## src/rtl/tmr_pkg.sv

```systemverilog
package tmr_pkg;
  localparam int CNT_W  = 16;
  localparam int ADDR_W = 4;
  localparam int SEL_W  = 3;

  localparam logic [ADDR_W-1:0] OFS_CNT_HI = 4'h4;
  localparam logic [ADDR_W-1:0] OFS_CNT_LO = 4'h5;
  localparam logic [ADDR_W-1:0] OFS_CTRL   = 4'h6;

  typedef struct packed {
    logic             run;
    logic             wrHi;
    logic             wrLo;
    logic [CNT_W-1:0] data;
    logic [SEL_W-1:0] presc;
  } tmrStrobe_t;
endpackage

```

## src/rtl/tmr_datapath.sv

```systemverilog
module tmr_datapath
  import tmr_pkg::*;
#(
  parameter int PRE_W   = 7,
  parameter int PAC_LOG = 6
) (
  input  logic             clk,
  input  logic             rstN,
  input  tmrStrobe_t       stb,
  output logic [CNT_W-1:0] cnt,
  output logic             pacTick,
  output logic             ovfPulse
);
  localparam int HALF = CNT_W / 2;

  logic [PRE_W-1:0] pre;
  logic [PRE_W-1:0] preMask;
  logic             cntTick;
  logic             anyWr;

  always_comb begin
    preMask = PRE_W'((32'd1 << stb.presc) - 32'd1);
    cntTick = stb.run && ((pre & preMask) == preMask);
    pacTick = stb.run && (pre[PAC_LOG-1:0] == '1);
    anyWr   = stb.wrHi || stb.wrLo;
  end

  always_ff @(posedge clk or negedge rstN) begin
    if (!rstN) begin
      pre      <= '0;
      cnt      <= '0;
      ovfPulse <= 1'b0;
    end else begin
      if (stb.run) pre <= pre + 1'b1;
      if (anyWr) begin
        if (stb.wrHi) cnt[CNT_W-1:HALF] <= stb.data[CNT_W-1:HALF];
        if (stb.wrLo) cnt[HALF-1:0]     <= stb.data[HALF-1:0];
      end else if (cntTick) begin
        cnt <= cnt + 1'b1;
      end
      ovfPulse <= cntTick && !anyWr && (cnt == '1);
    end
  end

  AST_HALT_HOLD: assert property (@(posedge clk) disable iff (!rstN)
    (!stb.run && !anyWr) |=> $stable(cnt)) else $error("halt");
  AST_STEP_ONE: assert property (@(posedge clk) disable iff (!rstN)
    (cntTick && !anyWr) |=> (cnt == $past(cnt) + 1'b1)) else $error("step");
  AST_WRAP_ZERO: assert property (@(posedge clk) disable iff (!rstN)
    ovfPulse |-> (cnt == '0)) else $error("wrap");
  AST_PAC_QUIET: assert property (@(posedge clk) disable iff (!rstN)
    !stb.run |-> !pacTick) else $error("pac");
  AST_PRE_KEEP: assert property (@(posedge clk) disable iff (!rstN)
    (anyWr && stb.run) |=> (pre == $past(pre) + 1'b1)) else $error("pre");
endmodule

```

## src/rtl/tmr_ctrl.sv

```systemverilog
module tmr_ctrl
  import tmr_pkg::*;
(
  input  logic              clk,
  input  logic              rstN,
  input  logic              busSel,
  input  logic              busWr,
  input  logic              busWord,
  input  logic [ADDR_W-1:0] busAddr,
  input  logic [CNT_W-1:0]  busWdata,
  input  logic              testMode,
  input  logic              waitMode,
  input  logic [SEL_W-1:0]  prescSel,
  input  logic [CNT_W-1:0]  cnt,
  output logic [CNT_W-1:0]  busRdata,
  output tmrStrobe_t        stb,
  output logic              runOut
);
  logic ctrlEn, ctrlWaitStop, lockBit, onceDone;
  logic wrCtrl, wrCnt, run;

  always_comb begin
    wrCtrl = busSel && busWr && !busWord && (busAddr == OFS_CTRL);
    wrCnt  = busSel && busWr && testMode;
    run    = ctrlEn && !(ctrlWaitStop && waitMode);

    stb.run   = run;
    stb.presc = prescSel;
    stb.wrHi  = wrCnt && (busAddr == OFS_CNT_HI);
    stb.wrLo  = wrCnt && ((busWord && busAddr == OFS_CNT_HI) ||
                          (!busWord && busAddr == OFS_CNT_LO));
    stb.data  = busWord ? busWdata : {busWdata[7:0], busWdata[7:0]};
    runOut    = run;

    busRdata = '0;
    if (busWord) begin
      if (busAddr == OFS_CNT_HI) busRdata = cnt;
    end else begin
      case (busAddr)
        OFS_CNT_HI: busRdata[7:0] = cnt[CNT_W-1:8];
        OFS_CNT_LO: busRdata[7:0] = cnt[7:0];
        OFS_CTRL:   busRdata[7:0] = {ctrlEn, ctrlWaitStop, 2'b00, lockBit, 3'b000};
        default:    busRdata = '0;
      endcase
    end
  end

  always_ff @(posedge clk or negedge rstN) begin
    if (!rstN) begin
      ctrlEn       <= 1'b0;
      ctrlWaitStop <= 1'b0;
      lockBit      <= 1'b0;
      onceDone     <= 1'b0;
    end else if (wrCtrl) begin
      ctrlEn       <= busWdata[7];
      ctrlWaitStop <= busWdata[6];
      onceDone     <= 1'b1;
      if (!onceDone) lockBit <= busWdata[3];
    end
  end

  AST_ONCE_HOLD: assert property (@(posedge clk) disable iff (!rstN)
    (wrCtrl && onceDone) |=> $stable(lockBit)) else $error("once");
  AST_TEST_GATE: assert property (@(posedge clk) disable iff (!rstN)
    !testMode |-> !(stb.wrHi || stb.wrLo)) else $error("test");
  AST_WAIT_STOP: assert property (@(posedge clk) disable iff (!rstN)
    (waitMode && ctrlWaitStop) |-> !runOut) else $error("wait");
endmodule

```

## src/rtl/tick_timer16.sv

```systemverilog
module tick_timer16
  import tmr_pkg::*;
(
  input  logic        clk,
  input  logic        rstN,
  input  logic        busSel,
  input  logic        busWr,
  input  logic        busWord,
  input  logic [3:0]  busAddr,
  input  logic [15:0] busWdata,
  output logic [15:0] busRdata,
  input  logic        testMode,
  input  logic        waitMode,
  input  logic [2:0]  prescSel,
  output logic        pacTick,
  output logic        pacEn,
  output logic        mdcEn,
  output logic        ovfPulse
);
  tmrStrobe_t       stb;
  logic [CNT_W-1:0] cnt;
  logic             runOut;

  tmr_ctrl u_ctrl (
    .clk(clk), .rstN(rstN), .busSel(busSel), .busWr(busWr), .busWord(busWord),
    .busAddr(busAddr), .busWdata(busWdata), .testMode(testMode),
    .waitMode(waitMode), .prescSel(prescSel), .cnt(cnt),
    .busRdata(busRdata), .stb(stb), .runOut(runOut)
  );

  tmr_datapath #(.PRE_W(7), .PAC_LOG(6)) u_dp (
    .clk(clk), .rstN(rstN), .stb(stb), .cnt(cnt),
    .pacTick(pacTick), .ovfPulse(ovfPulse)
  );

  assign pacEn = runOut;
  assign mdcEn = runOut;
endmodule

```

## config.mk

```make
export PLATFORM = sky130hd
export DESIGN_NAME = tick_timer16
export DESIGN_NICKNAME = d
export VERILOG_FILES = /design/src/rtl/tmr_pkg.sv /design/src/rtl/tmr_datapath.sv /design/src/rtl/tmr_ctrl.sv /design/src/rtl/tick_timer16.sv
export SDC_FILE = /design/constraint.sdc
export NUM_CORES = 1
export LEC_CHECK = 0
export BUFFER_PORTS_ARGS = -buffer_cell sky130_fd_sc_hd__buf_2
export CAP_MARGIN = 10
export CORE_ASPECT_RATIO = 1.75
export CORE_MARGIN = 10
export CORE_UTILIZATION = 54
export DETAILED_ROUTE_END_ITERATION = 10
export PLACE_DENSITY = 0.9
export SYNTH_ARGS = -nofsm -noshare
export SYNTH_HDL_FRONTEND = slang
export SYNTH_SLANG_ARGS = --single-unit
```

## constraint.sdc

```tcl
create_clock -name clk -period 3.1 [get_ports clk]
set_input_delay 0.775 -clock clk [delete_from_list [all_inputs] [get_ports clk]]
set_output_delay 0.775 -clock clk [all_outputs]
set_load 0.01 [all_outputs]
```

Word level (Yosys, flattened, before mapping)
Index checks and enable logic that the tools add are counted.
- $add $sub $neg: 3
- equality and inequality tests: 8
- shift-type cells: 1
- mux-type cells: 8
- bitwise gates (word level): 2
- reductions and logical operators: 23
- operators with widths (kind ; count):
    two-way mux 16 bit ; 5
    one-hot mux 8 bit (3 select lines) ; 1
    adder 16 x 1 -> 16 bit, second input constant ; 1
    == test 16 bit, second input constant ; 1
    two-way mux 8 bit ; 2
    logical AND 1 bit ; 14
    == test 4 x 3 -> 1 bit, second input constant ; 3
    adder 7 x 1 -> 7 bit, second input constant ; 1
    bitwise AND 7 bit ; 1
    == test 7 bit ; 1
    left shift 1 x 3 -> 7 bit, first input constant ; 1
    subtractor 7 x 1 -> 7 bit, second input constant ; 1
    == test 6 bit, second input constant ; 1
    AND reduction 2 bit ; 3
    != test 2 x 1 -> 1 bit, second input constant ; 2
    logical NOT 1 bit ; 3
    logical OR 1 bit ; 2
    nonzero test 2 bit ; 1
    NOT 1 bit ; 1
- flip-flop bits (word level): 28
- bits of input ports: 30
- output and inout bits: 20

Logic depth before layout (Yosys ltp)
Gate-level depths: netlist of the first run.
- depth in word-level cells: 8
- depth in mapped cells: 9
- mapped depth without buffers: 6

Modules after synthesis
Synthesis of the first run repeated with hierarchy kept, for this count alone.
- cells, all modules: 229
- area, all modules: 2140.8 um^2
- modules (own cells, without submodules) (module ; instances ; cells an instance ; area each (um^2) ; seq. area each (um^2)):
    tmr_datapath ; 1 ; 153 ; 1457.6 ; 600.6
    tmr_ctrl ; 1 ; 75 ; 675.6 ; 100.1
    tick_timer16 ; 1 ; 1 ; 7.5 ; 0.0

Worst setup path after synthesis of the first run
Ideal clock, no wire load.
- path type: input -> output
- start: input port busAddr[1]
- end: output port busRdata[10]
- data arrival time: 2.031 ns
- data required time: 2.325 ns
- setup slack: 0.294 ns
- stages on the path: 5
- path buffers: 2
- cells stage by stage: buf_6 > or3b_1 > buf_6 > nor3b_1 > and2_1
- longest elaborated chain between the ends: 3
- ends and longest elaborated chain (what ; line ; text):
    from (decl) ; tick_timer16.sv:9 ; input logic [3:0] busAddr,
    == test 4 x 3 -> 1 bit ; tmr_ctrl.sv:37 ; if (busAddr == OFS_CNT_HI) busRdata = cnt;
    two-way mux 16 bit ; tmr_ctrl.sv:37 ;
    two-way mux 16 bit ; tmr_ctrl.sv:36 ; if (busWord) begin
    to (decl) ; tick_timer16.sv:11 ; output logic [15:0] busRdata,
Every way passes these cells.

Final worst setup path of the first run
- start: input port busAddr[0]
- end: output port busRdata[4]
- longest elaborated chain between the ends: 3
- ends and longest elaborated chain (what ; line):
    == test 4 x 3 -> 1 bit, on equally long branches ; tmr_ctrl.sv:39, tmr_ctrl.sv:37
    one-hot mux 8 bit (3 select lines) or two-way mux 16 bit (tied branches) ; tmr_ctrl.sv:39, tmr_ctrl.sv:37
    two-way mux 16 bit * ; tmr_ctrl.sv:36
Every way passes the cells marked *; elsewhere a longest branch is shown, timed or not.

==> implementation parameters, run 1 <==
Parameter                              Value

Run status
  Result of the run ... finished clean

STA
  Number of hold violations in the final report ... 0
  Max-slew headroom ... 57.20%
  RSZ-0062 raised after global routing ... no
  Shortest period the worst path allows ... 2.975 ns
  Final Max Tran Viols ... 0
  Setup WS post-layout ... 0.1250 ns
  Worst-margin pin slew ... 0.6420 ns
  Maximum operating frequency ... 336.1 MHz
  Fin Setup TNS ... 0 ns
  Worst clock skew ... 0.003511 ns
  Final period util ... 95.97%
  Count of final setup violators ... 0
  Smallest hold slack ... 0.4650 ns

Critical path
  Worst path bufs/invs ... 2
  Series of cell instances along the critical path ... buf_2, or4b_1, nor2_1, a22o_1, buf_2
  Category of the worst setup path launch point ... input pin
  Crit Path Category ... input pin to primary output
  Critical path's most frequent cell ... sky130_fd_sc_hd__buf_2
  Crit-path max FO ... 8
  CP arrival ... 2.20 ns
  Crit path max-delay cell type ... sky130_fd_sc_hd__or4b_1
  Kind of cell adding the most delay to the critical path ... simple AND/OR/NAND/NOR gates
  Setup crit end kind ... primary output
  Worst stage delay on the critical path ... 0.56 ns
  Worst EP required ... 2.32 ns

Clock tree
  Number of buffers inserted by post-CTS setup repair ... 0
  Clock Latency Late Sink ... 0.28 ns
  Maximum root-to-sink buffer count ... 2
  H-Tree Depth ... 1
  Number of resized instances in the post-cts repair step ... 0
  Clock Sinks ... 28
  Clock transition time at the flip-flop clock pins of the worst setup and hold paths ... 0.10 ns
  Hold Buf Count CTS ... 0
  Clock tree from TritonCTS ... yes
  Number of buffers created by CTS ... 3
  Library cell used as clock root buffer ... sky130_fd_sc_hd__clkbuf_8

Final layout
  Number of inserted diodes ... 0
  Area growth from synthesis to final layout ... 16.04%
  Number of nets in the layout ... 313
  Area of all placed cells without fillers ... 2444 sq um
  Share of cells above drive strength 1 ... 28.57%
  Most common cell after layout, fill and taps aside ... sky130_fd_sc_hd__buf_2
  FILL cells ... 347
  Leading cell types in the layout, fill and taps excluded ... 49 x sky130_fd_sc_hd__buf_2, 28 x sky130_fd_sc_hd__dfrtp_1, 21 x sky130_fd_sc_hd__nor2_1, 12 x sky130_fd_sc_hd__nand2_1

Synthesis
  Number of enable-type register cells in the synthesized netlist ... 0
  Synthesized netlist cell count ... 236
  Count of synthesis-stage warnings from yosys ... 0
  Synthesized net count ... 268
  Sequential cell area fraction in the yosys report ... 33.27%
  Number of unique standard cell types used by synthesis ... 58
  Netlist Area Pre-Place ... 2106 sq um
  Mean area per synthesized cell ... 8.923 sq um
  Share of async-settable or async-resettable flops after synthesis ... 100.0%
  Number of synthesized register bits ... 28
  Top_reg_cell synth ... sky130_fd_sc_hd__dfrtp_1

GRT
  First-pass GRT wire length ... 10.06 mm
  Vias in the first global route ... 2,157
  Total congestion overflow ... 0
  Maximum number of pins on one net before global-route repair ... 29
  Initial antenna violation count ... 0
  Global Route Usage Sum ... 18.47%

Route
  Via count ... 2,119
  DRC violation count after routing ... 0
  Mean number of vias per cell ... 6.460
  Initial DRT Pass Iterations ... 5
  Routed length per instance ... 19.14 microns
  Routed wire length ... 6.277 mm
  Count of nets left with antenna violations after detail routing ... 0
  Initial drt markers ... 169

Placement
  DPL Wire Length ... 4.793 mm
  Standard cell area after detailed placement ... 2367 sq um
  Routability cong. ... 0.9089
  Post-placement setup slack ... 0.06859 ns
  Count of buffers from port buffering ... 49

Floorplan
  Site row count ... 30
  DIE AREA ... 6896 sq um
  Number of I/O pins ... 50
  Area of the placeable core ... 3829 sq um
  Chip height ... 102.6 microns
  Horizontal die dimension ... 67.21 microns
  Starting density of the core ... 55.00%

Power and ir drop
  Power, Total ... 1.024 mW
  Pwr dens ... 418.9 nW/um^2
  Leakage dissipation ... 1.097 nW
  Maximum vdd ir drop ... 405.5 uV

Hold path
  Type of the most critical hold path ... register to register

Run
  Max-cap violation count ... 0
-- registers in the layout, summed over array words and instances (netlist names) --
| register | flops |
|---|---|
| u_ctrl.lockBit | 1 |
| u_dp.ovfPulse | 1 |
| u_dp.cnt | 16 |
| u_ctrl.ctrlEn | 1 |
| u_ctrl.onceDone | 1 |
| u_dp.pre | 7 |
| u_ctrl.ctrlWaitStop | 1 |
-- path summary, 6_finish.rpt --
check,start,to,slack (ns),depth (start not counted)
setup / recovery,busAddr[0],busRdata[4],0.13,5
hold / removal,u_dp.pre[6]$_DFFE_PN0P_,u_dp.pre[6]$_DFFE_PN0P_,0.47,1
setup reg to reg,u_dp.pre[2]$_DFFE_PN0P_,u_dp.cnt[12]$_DFFE_PN0P_,1.05,6
hold reg to reg,u_dp.pre[6]$_DFFE_PN0P_,u_dp.pre[6]$_DFFE_PN0P_,0.47,1
max in group asynchronous,rstN,u_dp.cnt[0]$_DFFE_PN0P_,2.17,1
min in group asynchronous,rstN,u_ctrl.onceDone$_DFFE_PN0P_,0.51,1
-- power by group --
group	internal, mW	switching (mW)
Clock	0.173	0.119
Sequential	0.423	0.0869
Combinational	0.107	0.115
-- cells by family (layout without fill, tap and decap cells) --
logic type | after synthesis | after routing | synth area share [%]
AO/OA/AOI/OAI | 65 | 65 | 24.24
buffers and inverters | 25 | 69 | 6.536
XOR/XNOR | 9 | 9 | 3.743
multiplexers | 12 | 12 | 6.060
flip-flops | 28 | 28 | 33.27
AND/OR/NAND/NOR | 95 | 95 | 24.95
adder cells (fa/ha/maj) | 2 | 2 | 1.188
-- per-layer routing --
metal  wire length, microns  global-route usage [%]  vias up
li1                       -                       -      979
met1                   2111                   19.46      996
met2                   3332                   31.45      116
met3                    461                   3.373       28
met4                    371                   13.49        0
met5                      0                       0        -
-- area by class of cell --
class | instances | area, sq um | area share, %
multi-input cells | 183 | 1272 | 52.07
flip-flops and latches | 28 | 700.7 | 28.67
repair buffers | 58 | 312.8 | 12.80
well taps | 48 | 60.06 | 2.458
clock buffers | 3 | 41.29 | 1.690
clock inverters | 1 | 30.03 | 1.229
inverters | 7 | 26.28 | 1.075
-- worst reg2reg max path, cell delays in order (launching register included) --
cell and delay [ns]:
sky130_fd_sc_hd__dfrtp_1 0.45, sky130_fd_sc_hd__a21boi_0 0.34, sky130_fd_sc_hd__a2111oi_2 0.11, sky130_fd_sc_hd__and3_1 0.26, sky130_fd_sc_hd__buf_4 0.19, sky130_fd_sc_hd__a221oi_1 0.45, sky130_fd_sc_hd__nor3_1 0.13
-- metrics by stage --
stage / utilization [%] / std cells
floorplan: - / 236
global placement: 61.83 / 324
detailed placement: 61.83 / 324
CTS: 63.69 / 328
global route: 63.82 / 328
finish: 63.82 / 328
-- cells in the mapped netlist (2+ instances only) --
library cell,instances,area [sq um]
sky130_fd_sc_hd__and4_1,2,17.52
sky130_fd_sc_hd__mux2i_1,6,60.06
sky130_fd_sc_hd__nor3b_1,2,15.01
sky130_fd_sc_hd__nand3_1,9,45.04
sky130_fd_sc_hd__o21ai_0,10,50.05
sky130_fd_sc_hd__or3_1,2,12.51
sky130_fd_sc_hd__dfrtp_1,28,700.7
sky130_fd_sc_hd__xnor2_1,5,43.79
sky130_fd_sc_hd__clkbuf_1,7,26.28
sky130_fd_sc_hd__a2111oi_2,2,30.03
sky130_fd_sc_hd__buf_6,4,45.04
sky130_fd_sc_hd__nor3_1,7,35.03
sky130_fd_sc_hd__nor2b_1,3,18.77
sky130_fd_sc_hd__a22o_1,5,43.79
sky130_fd_sc_hd__mux2_2,6,67.56
sky130_fd_sc_hd__and2_1,10,62.56
sky130_fd_sc_hd__nor2_1,21,78.83
sky130_fd_sc_hd__a221oi_1,2,17.52
sky130_fd_sc_hd__xor2_1,4,35.03
sky130_fd_sc_hd__o31ai_1,3,22.52
sky130_fd_sc_hd__a211oi_1,6,45.04
sky130_fd_sc_hd__or2_2,2,12.51
sky130_fd_sc_hd__buf_2,2,10.01
sky130_fd_sc_hd__buf_4,3,22.52
sky130_fd_sc_hd__buf_1,2,7.510
sky130_fd_sc_hd__and3_1,5,31.28
sky130_fd_sc_hd__a21oi_1,8,40.04
sky130_fd_sc_hd__ha_1,2,25.02
sky130_fd_sc_hd__a31oi_1,7,43.79
sky130_fd_sc_hd__nand2_1,12,45.04
sky130_fd_sc_hd__a211o_1,2,17.52
sky130_fd_sc_hd__inv_1,7,26.28
sky130_fd_sc_hd__nand4_1,9,56.30
sky130_fd_sc_hd__nand2b_1,2,12.51
sky130_fd_sc_hd__nor4_1,2,12.51
sky130_fd_sc_hd__o32ai_1,5,43.79
Power figures use the tool's default switching activity.
==> run 2: changes to the inputs <==
GPL_TIMING_DRIVEN = 0   (was default)
==> run 2 against run 1 <==
  * Setup slack got worse by 0.033 ns
  * Worst hold slack better by 0.0072 ns
  * Flip-flop and latch count is the same
  * Combinational power up 12%
  * Via count grew 3.2%
  * First-iteration DRC count is 28% higher
  * Register-to-register slack got worse by 0.20 ns
  * Final area rose by 1.6%
  * Clock power hardly changed
  * Critical path type unchanged
  * Critical endpoint unchanged
==> implementation parameters, run 2 (same netlist as run 1, synthesis figures left out) <==
Parameter                              Value

Run status
  Result of the run ... finished clean

Hold path
  Type of the most critical hold path ... register to register

Critical path
  Category of the worst setup path launch point ... input pin
  Crit Path Category ... input pin to primary output
  CP arrival ... 2.23 ns (+0.03 ns)
  Worst EP required ... 2.32 ns (about the same)
  Crit-path max FO ... 8 (unchanged)
  Setup crit end kind ... primary output

Power and ir drop
  Share of total power in combinational logic ... 24.1% (+2.4 points)
  Maximum vdd ir drop ... 333.4 uV (-18%)
  Clock network fraction of total power ... 28.5% (about the same)
  Internal power component ... 0.7084 mW (+0.77%)
  Switching portion of total power ... 31.64% (+0.31 points)
  Switching power ... 0.3278 mW (+2.3%)
  Pwr dens ... 417.2 nW/um^2 (-0.40%)
  Leakage dissipation ... 1.102 nW (+0.44%)
  Power share of the sequential group ... 47.5% (-2.3 points)

Placement
  Routability cong. ... 0.9313 (+2.5%)
  DPL Wire Length ... 4.999 mm (+4.3%)
  Count of buffers from port buffering ... 46 (-6.1%)
  Post-placement setup slack ... -0.2137 ns (-0.2823 ns)

STA
  Final period util ... 97.02% (+1.1 points)
  Smallest hold slack ... 0.4723 ns (+0.007217 ns)
  Setup WS post-layout ... 0.09245 ns (-0.03256 ns)
  Worst-margin pin slew ... 0.6530 ns (+0.01099 ns)
  Final Max Tran Viols ... 0 (unchanged)
  Number of hold violations in the final report ... 0 (unchanged)
  Shortest period the worst path allows ... 3.008 ns (+0.03256 ns)
  Maximum operating frequency ... 332.5 MHz (-1.1%)
  Max-slew headroom ... 56.31% (-0.89 points)
  RSZ-0062 raised after global routing ... no
  Count of final setup violators ... 0 (unchanged)
  Worst clock skew ... 0.004291 ns (+0.0007803 ns)

Floorplan
  Area of the placeable core ... 3829 sq um (unchanged)
  Starting density of the core ... 55.00% (unchanged)
  Site row count ... 30 (unchanged)
  Horizontal die dimension ... 67.21 microns (unchanged)
  DIE AREA ... 6896 sq um (unchanged)
  Chip height ... 102.6 microns (unchanged)
  Number of I/O pins ... 50 (unchanged)

Route
  DRC violation count after routing ... 0 (unchanged)
  Count of nets left with antenna violations after detail routing ... 0 (unchanged)
  Initial DRT Pass Iterations ... 5 (unchanged)
  Via count ... 2,187 (+3.2%)
  Routed length per instance ... 19.62 microns (+2.5%)
  Mean number of vias per cell ... 6.548 (+1.4%)
  Initial drt markers ... 216 (+28%)
  Routed wire length ... 6.553 mm (+4.4%)

Clock tree
  Number of buffers inserted by post-CTS setup repair ... 0 (unchanged)
  H-Tree Depth ... 1 (unchanged)
  Library cell used as clock root buffer ... sky130_fd_sc_hd__clkbuf_8
  Clock Latency Late Sink ... 0.28 ns (about the same)
  Hold Buf Count CTS ... 0 (unchanged)
  Clock transition time at the flip-flop clock pins of the worst setup and hold paths ... 0.10 ns (about the same)
  Number of buffers created by CTS ... 3 (unchanged)
  Clock Sinks ... 28 (unchanged)
  Maximum root-to-sink buffer count ... 2 (unchanged)
  Clock tree from TritonCTS ... yes

GRT
  Global Route Usage Sum ... 19.10% (+0.63 points)
  Maximum number of pins on one net before global-route repair ... 29 (unchanged)
  First-pass GRT wire length ... 10.48 mm (+4.2%)
  Total congestion overflow ... 0 (unchanged)
  Initial antenna violation count ... 0 (unchanged)
  Vias in the first global route ... 2,208 (+2.4%)

Final layout
  FILL cells ... 357 (+2.9%)
  Leading cell types in the layout, fill and taps excluded ... 48 x sky130_fd_sc_hd__buf_2, 28 x sky130_fd_sc_hd__dfrtp_1, 19 x sky130_fd_sc_hd__nor2_1, 12 x sky130_fd_sc_hd__nand2_1
  Area growth from synthesis to final layout ... 17.94%
  Register with the highest flop count ... u_dp.cnt
  Biggest regs ... u_dp.cnt: 16 flops, u_dp.pre: 7 flops
  Number of nets in the layout ... 319 (+1.9%)
  Share of cells above drive strength 1 ... 27.97% (-0.60 points)
  Flip-flop count of the largest register after layout ... 16 (unchanged)
  Most common cell after layout, fill and taps aside ... sky130_fd_sc_hd__buf_2
  Number of inserted diodes ... 0 (unchanged)

Run
  Max-cap violation count ... 0 (unchanged)
-- run 2: cell types whose count changed in the layout (fill, tap and decap cells not counted) --
cell / change
sky130_fd_sc_hd__buf_2: -1
sky130_fd_sc_hd__buf_4: -6
sky130_fd_sc_hd__nor2_4: +1
sky130_fd_sc_hd__nor2_1: -2
sky130_fd_sc_hd__clkbuf_1: +7
sky130_fd_sc_hd__nor2_2: +1
sky130_fd_sc_hd__clkbuf_2: +1
sky130_fd_sc_hd__buf_1: +1
sky130_fd_sc_hd__buf_6: +4
-- run 2: power groups by stage --
stage	Clock (mW)	Combinational (mW)	Sequential, mW
6_report	0.295	0.249	0.492
5_1_grt	0.307	0.277	0.500
4_1_cts	0.296	0.248	0.490
2_1_floorplan	0	0.177	0.474
3_5_place_dp	0	0.246	0.497
3_3_place_gp	0	0.237	0.492
-- run 2: final timing paths --
kind / from / to / slack (ns) / cells after the start
worst max-delay path: busAddr[0] / busRdata[4] / 0.09 / 5
worst min-delay path: u_dp.pre[6]$_DFFE_PN0P_ / u_dp.pre[6]$_DFFE_PN0P_ / 0.47 / 1
worst max register to register: u_dp.cnt[0]$_DFFE_PN0P_ / u_dp.cnt[14]$_DFFE_PN0P_ / 0.85 / 6
worst min register to register: u_dp.pre[6]$_DFFE_PN0P_ / u_dp.pre[6]$_DFFE_PN0P_ / 0.47 / 1
max in group asynchronous: rstN / u_dp.cnt[12]$_DFFE_PN0P_ / 2.17 / 1
min in group asynchronous: rstN / u_ctrl.ctrlWaitStop$_DFFE_PN0P_ / 0.50 / 1
-- run 2: critical path: stages --
cell,delay (ns)
sky130_fd_sc_hd__clkbuf_1,0.19
sky130_fd_sc_hd__or4b_1,0.71
sky130_fd_sc_hd__nor2_4,0.22
sky130_fd_sc_hd__a22o_1,0.19
sky130_fd_sc_hd__buf_2,0.14
-- run 2: metal layers --
layer / routed length, microns / global-route usage (%) / vias up / part of all wire [%]
met2: 3492 / 34.46 / 136 / 53
met1: 2275 / 19.90 / 1034 / 35
met5: 0 / 0 / - / 0
li1: - / - / 986 / -
met3: 459 / 3.047 / 31 / 7.0
met4: 325 / 10.95 / 0 / 5.0
-- run 2: final cells by class --
cell class	count	area, sq um	share of cell area [%]
buffer	18	112.6	4.534
clock buffer	3	41.29	1.662
clock inverter	1	30.03	1.209
inverter	7	26.28	1.058
multi-input combinational	183	1282	51.64
sequential	28	700.7	28.21
tap	48	60.06	2.418
timing repair buffer	46	230.2	9.270
-- run 2: timing repair --
| action | CTS | global route |
|---|---|---|
| cloned | 0 | 0 |
| gates resized for setup | 2 | 3 |
| endpoints found under the hold margin | 0 | 0 |
| endpoints found under the setup margin | 13 | 16 |
-- run 2: stage by stage --
step	TNS (ns)	total power, mW	util (%)	std cells	instance area (sq um)
after floorplan	0	0.6516	-	236	2106
after global placement	-1.358	0.7290	62.58	330	2396
after detailed placement	-1.821	0.7430	62.58	330	2396
after CTS	0	1.034	64.64	334	2475
after global routing	0	1.084	64.87	334	2484
final	0	1.036	64.87	334	2484
==> run 3: changes to the inputs <==
CORE_UTILIZATION = 40   (was 54)
PLACE_DENSITY = 0.72   (was 0.9)
==> run 3 against run 2 <==
  * Worst hold slack better by 0.0073 ns
  * Fmax up 1.1%
  * Cell count increased by 1.8%
  * Non-clock buffer count is the same
  * Power about the same
  * Routed wire length grew 0.64%
  * Sequential power is 0.8% lower
  * Clock-buffer cell count did not move
  * Register-to-register slack improved by 0.02 ns
  * Sequential share of layout area decreased by 0.071 points
  * Critical path depth did not move
==> implementation parameters, run 3 (same netlist as run 1, synthesis figures left out) <==
Parameter                              Value

Run status
  Result of the run ... finished clean

GRT
  Maximum number of pins on one net before global-route repair ... 29 (unchanged)
  Vias in the first global route ... 2,176 (-1.4%)
  Initial antenna violation count ... 0 (unchanged)
  Global Route Usage Sum ... 15.24% (-3.9 points)
  Total congestion overflow ... 0 (unchanged)
  First-pass GRT wire length ... 10.45 mm (-0.33%)

Clock tree
  Clock Latency Late Sink ... 0.28 ns (about the same)
  H-Tree Depth ... 1 (unchanged)
  Hold Buf Count CTS ... 0 (unchanged)
  Clock transition time at the flip-flop clock pins of the worst setup and hold paths ... 0.10 ns (about the same)
  Clock Sinks ... 28 (unchanged)
  Number of buffers created by CTS ... 3 (unchanged)
  Clock tree from TritonCTS ... yes
  Library cell used as clock root buffer ... sky130_fd_sc_hd__clkbuf_8
  Maximum root-to-sink buffer count ... 2 (unchanged)

STA
  Worst-margin pin slew ... 0.7094 ns (+0.05643 ns)
  Worst clock skew ... 0.004286 ns (-0.000005780 ns)
  RSZ-0062 raised after global routing ... no
  Final Max Tran Viols ... 0 (unchanged)
  Maximum operating frequency ... 336.1 MHz (+1.1%)
  Number of hold violations in the final report ... 0 (unchanged)
  Shortest period the worst path allows ... 2.975 ns (-0.03250 ns)
  Fin Setup TNS ... 0 ns (unchanged)
  Max-slew headroom ... 52.53% (-3.8 points)
  Final period util ... 95.97% (-1.0 points)
  Count of final setup violators ... 0 (unchanged)

Placement
  Routability cong. ... 0.9476 (+1.8%)
  DPL Wire Length ... 5.088 mm (+1.8%)
  Count of buffers from port buffering ... 46 (unchanged)
  Standard cell area after detailed placement ... 2404 sq um (+0.31%)

Critical path
  Category of the worst setup path launch point ... input pin
  CP arrival ... 2.20 ns (-0.03 ns)
  Crit Path Category ... input pin to primary output
  Crit-path max FO ... 8 (unchanged)
  Reg-to-Reg Start ... u_dp.cnt[1]$_DFFE_PN0P_
  Setup crit end kind ... primary output
  Worst setup path startpoint ... busAddr[0]
  Worst EP required ... 2.32 ns (about the same)

Power and ir drop
  Maximum vdd ir drop ... 264.3 uV (-21%)
  Leakage dissipation ... 1.103 nW (about the same)
  Pwr dens ... 415.8 nW/um^2 (-0.32%)
  Power, Total ... 1.035 mW (about the same)

Route
  Initial DRT Pass Iterations ... 4 (-1)
  Routed wire length ... 6.595 mm (+0.64%)
  DRC violation count after routing ... 0 (unchanged)
  Routed length per instance ... 19.40 microns (-1.1%)
  Initial drt markers ... 199 (-7.9%)
  Mean number of vias per cell ... 6.276 (-4.1%)
  Count of nets left with antenna violations after detail routing ... 0 (unchanged)
  Via count ... 2,134 (-2.4%)

Floorplan
  Site row count ... 34 (+13%)
  Chip height ... 116.0 microns (+13%)
  DIE AREA ... 8681 sq um (+26%)
  Starting density of the core ... 41.95% (-13 points)
  Number of I/O pins ... 50 (unchanged)
  Horizontal die dimension ... 74.85 microns (+11%)
  Area of the placeable core ... 5020 sq um (+31%)

Hold path
  Type of the most critical hold path ... register to register
  Worst Min Path Start ... u_ctrl.onceDone$_DFFE_PN0P_

Final layout
  Most common cell after layout, fill and taps aside ... sky130_fd_sc_hd__buf_2
  Area growth from synthesis to final layout ... 18.24%
  Flip-flop count of the largest register after layout ... 16 (unchanged)
  Biggest regs ... u_dp.cnt: 16 flops, u_dp.pre: 7 flops
  Register with the highest flop count ... u_dp.cnt
  Share of cells above drive strength 1 ... 28.32% (+0.35 points)
  Core Util, Final ... 49.60% (-15 points)
  Number of inserted diodes ... 0 (unchanged)
  FILL cells ... 501 (+40%)
  Area of all placed cells without fillers ... 2490 sq um (+0.25%)
  Leading cell types in the layout, fill and taps excluded ... 49 x sky130_fd_sc_hd__buf_2, 28 x sky130_fd_sc_hd__dfrtp_1, 19 x sky130_fd_sc_hd__nor2_1, 12 x sky130_fd_sc_hd__nand2_1
  Number of nets in the layout ... 319 (unchanged)

Run
  Max-cap violation count ... 0 (unchanged)
==> run 3: changes by cell type in the layout (fill, tap and decap cells not counted), sizes merged <==
cell and change:
buf +1, clkbuf -1
==> run 3: worst max-delay path, stage by stage <==
cell and delay, ns:
sky130_fd_sc_hd__clkbuf_1 0.19, sky130_fd_sc_hd__or4b_4 0.64, sky130_fd_sc_hd__nor2_2 0.24, sky130_fd_sc_hd__a22o_1 0.21, sky130_fd_sc_hd__buf_2 0.14
==> run 3: repair_timing <==
action                                  4_1_cts  5_1_grt
endpoints found under the setup margin       13        7
buffers inserted                              0        0
gates resized for setup                       3        2
==> run 3: final timing paths <==
check                                              end  slack (ns)  cells past startpoint
max                                        busRdata[4]        0.12                      5
min                        u_ctrl.onceDone$_DFFE_PN0P_        0.48                      1
max reg2reg                   u_dp.cnt[14]$_DFFE_PN0P_        0.87                      6
min reg2reg                u_ctrl.onceDone$_DFFE_PN0P_        0.48                      1
max in group asynchronous      u_dp.cnt[9]$_DFFE_PN0P_        2.16                      1
min in group asynchronous      u_dp.cnt[4]$_DFFE_PN0P_        0.51                      1
==> run 3: where the power goes <==
group | switching (mW) | total, mW | internal (mW)
clock | 0.126 | 0.300 | 0.173
combinational | 0.135 | 0.247 | 0.112
sequential | 0.0656 | 0.488 | 0.423
==> run 3: cell type report <==
type / count / area [sq um] / area share [%]
plain buffers: 18 / 112.6 / 4.523
flip-flops and latches: 28 / 700.7 / 28.14
inverters: 7 / 26.28 / 1.055
well taps: 54 / 67.56 / 2.714
clock inverters: 1 / 30.03 / 1.206
repair buffers: 46 / 230.2 / 9.246
clock buffers: 3 / 41.29 / 1.658
multi-input cells: 183 / 1281 / 51.46
==> run 3: through the flow <==
step / setup WS [ns] / instances / hold WS (ns)
detailed placement: -0.2781 / 336 / 0.4572
CTS: 0.00005951 / 340 / 0.4785
floorplan: 0.2937 / 236 / 0.4332
global placement: -0.2176 / 336 / 0.4545
global route: 0.05863 / 340 / 0.4952
finish: 0.1250 / 340 / 0.4795
==> run 3: routing by layer <==
metal  routed length, microns  part of all wire [%]  track usage [%]  vias to the layer above
met5                        0                     0                0                        -
li1                         -                     -                -                      989
met2                     3535                    54            28.33                       92
met3                      448                   6.8            2.483                       16
met1                     2387                    36            15.23                     1037
met4                      223                   3.4            8.376                        0
